**src/rtl/xrg_pkg.sv**
```systemverilog
package xrg_pkg;

   localparam int unsigned NUM_FIELDS = 2;
   localparam int unsigned UPPER_REGION = 3;

   // Per-region rate selection needs all three configuration conditions.
   function automatic logic region_mode_on(input logic ext_en,
                                           input logic [1:0] cfg,
                                           input logic rate_sel);
      return ext_en && ((cfg == 2'd1) || (cfg == 2'd2)) && rate_sel;
   endfunction

endpackage

```
**src/rtl/xrg_regs.sv**
```systemverilog
module xrg_regs #(
   parameter int unsigned CNT_W = 16,
   parameter int unsigned NUM_F = 2,
   localparam int unsigned REG_W = CNT_W * NUM_F
) (
   input  logic                         clk,
   input  logic                         rst_n,
   input  logic                         wr_en,
   input  logic [REG_W-1:0]             wr_data,
   output logic [NUM_F-1:0][CNT_W-1:0]  fields,
   output logic [REG_W-1:0]             rd_data
);

   for (genvar f = 0; f < NUM_F; f++) begin : g_field
      always_ff @(posedge clk or negedge rst_n) begin
         if (!rst_n)
            fields[f] <= '0;
         else if (wr_en)
            fields[f] <= wr_data[f*CNT_W +: CNT_W];
      end
   end

   assign rd_data = fields;

   AST_READBACK: assert property (@(posedge clk) disable iff (!rst_n)
      wr_en |=> (rd_data == $past(wr_data)));

endmodule

```
**src/rtl/xrg_select.sv**
```systemverilog
module xrg_select #(
   parameter int unsigned CNT_W = 16,
   parameter int unsigned CS_W  = 2
) (
   input  logic [1:0][CNT_W-1:0] fields,
   input  logic                  ext_en,
   input  logic [1:0]            cfg,
   input  logic                  rate_sel,
   input  logic [CS_W-1:0]       cs_idx,
   output logic [CNT_W-1:0]      active_cnt
);
   import xrg_pkg::*;

   logic use_upper;

   always_comb begin
      use_upper  = region_mode_on(ext_en, cfg, rate_sel)
                   && (cs_idx == CS_W'(UPPER_REGION));
      active_cnt = use_upper ? fields[1] : fields[0];
   end

endmodule

```
**src/rtl/xrg_divider.sv**
```systemverilog
module xrg_divider #(
   parameter int unsigned CNT_W = 16
) (
   input  logic             clk,
   input  logic             rst_n,
   input  logic [CNT_W-1:0] req_cnt,
   output logic             xclk,
   output logic             xclk_edge
);

   logic             byp_q;
   logic [CNT_W-1:0] half_q;
   logic [CNT_W-1:0] cnt_q;
   logic             xq;
   logic             rise_q;
   logic             req_byp;
   logic [CNT_W-1:0] req_half;
   logic             boundary;

   always_comb begin
      req_byp  = (req_cnt == '0);
      req_half = {1'b0, req_cnt[CNT_W-1:1]} + 1'b1;
      boundary = byp_q || (!xq && (cnt_q == '0));
   end

   always_ff @(posedge clk or negedge rst_n) begin
      if (!rst_n) begin
         byp_q  <= 1'b1;
         half_q <= CNT_W'(1);
         cnt_q  <= '0;
         xq     <= 1'b0;
         rise_q <= 1'b0;
      end else if (boundary) begin
         byp_q  <= req_byp;
         half_q <= req_half;
         xq     <= !req_byp;
         cnt_q  <= req_byp ? '0 : (req_half - 1'b1);
         rise_q <= !req_byp;
      end else begin
         rise_q <= 1'b0;
         if (cnt_q == '0) begin
            xq    <= 1'b0;
            cnt_q <= half_q - 1'b1;
         end else begin
            cnt_q <= cnt_q - 1'b1;
         end
      end
   end

   assign xclk      = byp_q ? clk : xq;
   assign xclk_edge = byp_q | rise_q;

   // Checker state: cycles since the latest rising edge of the divided clock.
   logic [CNT_W:0] hi_run;
   always_ff @(posedge clk or negedge rst_n) begin
      if (!rst_n)
         hi_run <= '0;
      else if (boundary)
         hi_run <= '0;
      else
         hi_run <= hi_run + 1'b1;
   end

   AST_HIGH_LEN: assert property (@(posedge clk) disable iff (!rst_n)
      (xq && (cnt_q == '0)) |-> (hi_run == {1'b0, half_q - 1'b1}));
   AST_RISE_STROBE: assert property (@(posedge clk) disable iff (!rst_n)
      $rose(xq) |-> rise_q);
   AST_STROBE_ONE: assert property (@(posedge clk) disable iff (!rst_n)
      rise_q |=> !rise_q);
   AST_CFG_HOLD: assert property (@(posedge clk) disable iff (!rst_n)
      !boundary |=> ($stable(half_q) && $stable(byp_q)));

endmodule

```
**src/rtl/xbus_rate_gen.sv**
```systemverilog
module xbus_rate_gen #(
   parameter int unsigned CNT_W = 16,
   parameter int unsigned CS_W  = 2,
   localparam int unsigned REG_W = CNT_W * xrg_pkg::NUM_FIELDS
) (
   input  logic             clk,
   input  logic             rst_n,
   input  logic             rate_wr_en,
   input  logic [REG_W-1:0] rate_wr_data,
   output logic [REG_W-1:0] rate_rd_data,
   input  logic             cs_ext_en,
   input  logic [1:0]       cs_cfg,
   input  logic             cs_rate_sel,
   input  logic [CS_W-1:0]  cs_idx,
   output logic             xbus_clk,
   output logic             xbus_upd
);

   if (CNT_W < 2 || CNT_W > 31) begin : g_bad_cnt_w
      $error("xbus_rate_gen: CNT_W must lie in 2..31");
   end
   if (CS_W < 2) begin : g_bad_cs_w
      $error("xbus_rate_gen: CS_W must be at least 2");
   end

   logic [1:0][CNT_W-1:0] fields;
   logic [CNT_W-1:0]      active_cnt;

   xrg_regs #(.CNT_W(CNT_W), .NUM_F(xrg_pkg::NUM_FIELDS)) u_regs (
      .clk     (clk),
      .rst_n   (rst_n),
      .wr_en   (rate_wr_en),
      .wr_data (rate_wr_data),
      .fields  (fields),
      .rd_data (rate_rd_data)
   );

   xrg_select #(.CNT_W(CNT_W), .CS_W(CS_W)) u_select (
      .fields     (fields),
      .ext_en     (cs_ext_en),
      .cfg        (cs_cfg),
      .rate_sel   (cs_rate_sel),
      .cs_idx     (cs_idx),
      .active_cnt (active_cnt)
   );

   xrg_divider #(.CNT_W(CNT_W)) u_div (
      .clk       (clk),
      .rst_n     (rst_n),
      .req_cnt   (active_cnt),
      .xclk      (xbus_clk),
      .xclk_edge (xbus_upd)
   );

endmodule

```
**config.mk**
```make
export PLATFORM = sky130hd
export DESIGN_NAME = xbus_rate_gen
export DESIGN_NICKNAME = d
export VERILOG_FILES = /design/src/rtl/xrg_pkg.sv /design/src/rtl/xrg_regs.sv /design/src/rtl/xrg_select.sv /design/src/rtl/xrg_divider.sv /design/src/rtl/xbus_rate_gen.sv
export SDC_FILE = /design/constraint.sdc
export NUM_CORES = 1
export LEC_CHECK = 0
export BUFFER_PORTS_ARGS = -buffer_cell sky130_fd_sc_hd__buf_2
export CAP_MARGIN = 30
export CORE_MARGIN = 10
export CORE_UTILIZATION = 36
export CTS_CLUSTER_SIZE = 14
export DETAILED_ROUTE_END_ITERATION = 16
export GPL_TIMING_DRIVEN = 1
export MAX_ROUTING_LAYER = met4
export PLACE_DENSITY_LB_ADDON = 0.2
export SLEW_MARGIN = 10
export SYNTH_ARGS = -nofsm -noshare
export SYNTH_HDL_FRONTEND = slang
export SYNTH_SLANG_ARGS = --single-unit
```
**constraint.sdc**
```tcl
create_clock -name clk -period 3.4 [get_ports clk]
set_input_delay 0.34 -clock clk [delete_from_list [all_inputs] [get_ports clk]]
set_output_delay 0.34 -clock clk [all_outputs]
set_load 0.02 [all_outputs]
```
==> out/results.ini <==
[worst_setup_path]
path_delay_family=simple AND/OR/NAND/NOR gates
cp-startpoint=u_div.cnt_q[1]
reg2regPathDepth=13
cp_max_fo=4
crit_end=u_div.cnt_q[14]
path_class=flip-flop to flip-flop
crit_chain=or4_4, nor3_4, and2_0, a21oi_1, ha_1, nor3b_2, nand2b_1, buf_4, nor2_1, and3_1, o211a_1, a211oi_1, o221ai_1
r2r-end=u_div.cnt_q[14]
max_stage_delay_ns=0.59
cp_slowest_cell=or4_4
worstPathRequired_ns=3.70
start_kind=flip-flop
r2r_setup_slack_ns=0.29
crit_buf_inv=1
cp.arrival_ns=3.41
critical_path_depth=13
crit_path_end_kind=flip-flop
r2r-start=u_div.cnt_q[1]

[timing]
slew_headroom=0.424
fin_ws_ns=0.288
max_freq_mhz=321
setup_viol=0
hold_viol_final=0
fin_crit_sh=0.915
fin_setup_tns_ns=0
worst-slew-pin-transition_ns=0.843
slew_violations=0
grt_setup_unrepaired=false
finClkSkew_ns=0.00815
timing.hold.ws_ns=0.117
min_period_ns=3.11

[run_status]
status=complete, no violations

[placement]
io_buffers=74
place_hpwl_mm=10.1
dpl.cell_count=697
routabilityCongestion=0.936
dp_slack_ns=-0.000898
placed_cell_area_sq_mm=0.00502

[final_layout]
nets=614
final_cell_mix=buf_2 (74), dfrtp_1 (65), nand2_1 (54)
syn2layout_area_growth_pct=25.9
antenna_cells=0
final_common_cell=buf_2
final_core_util=0.470
finalInstanceArea_sq_mm=0.00543
final_cells=718
drive_gt1_frac=0.297

[synthesis]
synth_edf_count=0
synthSimpleGateAreaFrac=0.228
ys_ff_latch=67
synth.distinct_cells=66
syn_area_per_cell_sq_um=9.12
synthArstFlopShare=1.00
muxShareOfSynthArea=0.0998
synth-compound-area-share=0.177
seq_area_frac_synth=0.389
yosysWarnings=0
synth_top_family_by_area=simple AND/OR/NAND/NOR gates
synth_fa_ha_area_frac=0.00870
synth-main-ff-cell=dfrtp_1
syn_inst=473
syn_area_sq_mm=0.00431
syn_nets=517
synth_xor_area_frac=0.0690

[global_route]
grt_pass1_wl_mm=21.7
grt_pass1_vias=4238
grt_usage=0.168
grt_max_degree=42
antenna_found_initial=0
grt-ovfl-total=0

[cts]
path_clk_slew_ns=0.05
cts_tree=done
clk-insertion-delay-late_ns=0.44

[routing]
drt_iter0_markers=234
viasPerCell=5.66
ant_nets=0
dr.pass1.iters=5
num_vias=4063
drc=0
wirelength_mm=13.2
wl_per_cell_um=18.3

[worst_hold_path]
hp-start=rate_wr_data[24]
hold_path_class=input port to flip-flop

[power]
powerDensity_mw_per_mm2=570
p_leak_nw=2.31
peakVddDrop_mv=0.325
total_power_mw=3.09

[floorplan]
die_area_sq_mm=0.0168
die_h_um=129
fp-row-count=39
die_w_um=129
core-area_sq_mm=0.0116
start_util=0.373
io_pins=75

[flow_run]
drv_cap=0

[Yosys cell counts, types with 4 or more instances]
library cell  number  share of area
dfrtp_1           65           0.38
nand2_1           54          0.047
mux2_2            32          0.084
nor2_1            28          0.024
o21ai_0           27          0.031
a21oi_1           21          0.024
nand3_1           21          0.024
xnor2_1           21          0.043
clkbuf_1          19          0.017
nor3_1            16          0.019
xor2_1            13          0.026
nand4_1           10          0.015
or3_1             10          0.015
nor4_1             9          0.013
a31oi_1            8          0.012
mux2i_1            7          0.016
nand2b_1           7          0.010
o211ai_1           7          0.012
a211oi_1           6          0.010
and3_1             6         0.0087
inv_1              6         0.0052
and4_1             5          0.010
a21o_1             4         0.0070
and2_1             4         0.0058
o22ai_1            4         0.0058
o41ai_1            4         0.0081
or4_1              4         0.0070
[worst reg2reg max path, stage by stage, from the launching register on]
cell and delay (ns):
dfrtp_1 0.39, or4_4 0.59, nor3_4 0.19, and2_0 0.26
a21oi_1 0.12, ha_1 0.22, nor3b_2 0.18, nand2b_1 0.11
buf_4 0.13, nor2_1 0.03, and3_1 0.22, o211a_1 0.13
a211oi_1 0.23, o221ai_1 0.16
[worst min path at each step]
stage                                    to  cells after the start  slack [ns]
final                     u_regs.fields[24]                      3        0.12
after global routing       u_regs.fields[1]                      2        0.12
after CTS                   u_div.cnt_q[12]                      1        0.08
after detailed placement   u_div.half_q[15]                      1        0.47
after global placement     u_div.half_q[15]                      1        0.46
after floorplan              u_div.cnt_q[0]                      0        0.04
[metal layers]
metal | track usage | up-vias | part of all wire
met1 | 0.209 | 1942 | 0.47
met2 | 0.255 | 131 | 0.46
met3 | 0.0477 | 21 | 0.049
li1 | - | 1969 | -
met4 | 0.0608 | 0 | 0.019
met5 | - | - | 0
[sequential cells by signal, indices dropped and copies added (netlist names)]
register,flops
u_regs.fields,32
u_div.cnt_q,16
u_div.half_q,16
u_div.byp_q,1
u_div.rise_q,1
u_div.xq,1
[repair_timing]
action | 4_1_cts | 5_1_grt
endpoints found under the hold margin | 0 | 3
setup endpoints to repair | 0 | 2
resized for setup | 0 | 2
hold buffers | 0 | 1
setup buffers | 0 | 0
[layout make-up]
type	count	area [sq um]
clock buffers	15	323
clock inverters	5	52.6
fillers	1087	6130
inverters	6	22.5
multi-input cells	376	2550
flip-flops and latches	67	1680
well taps	143	179
repair buffers	106	628
[power by group]
part,switching [mW],internal [mW]
clock network,0.379,0.737
logic,0.489,0.377
registers,0.166,0.946
[kinds of logic after synthesis]
group	after synthesis
simple gates	188
flops	67
xor+xnor	34
mux	39
buf+inv	30
fa+ha+maj	3
compound gates	112
No activity file was read; power rests on OpenSTA's default activity.
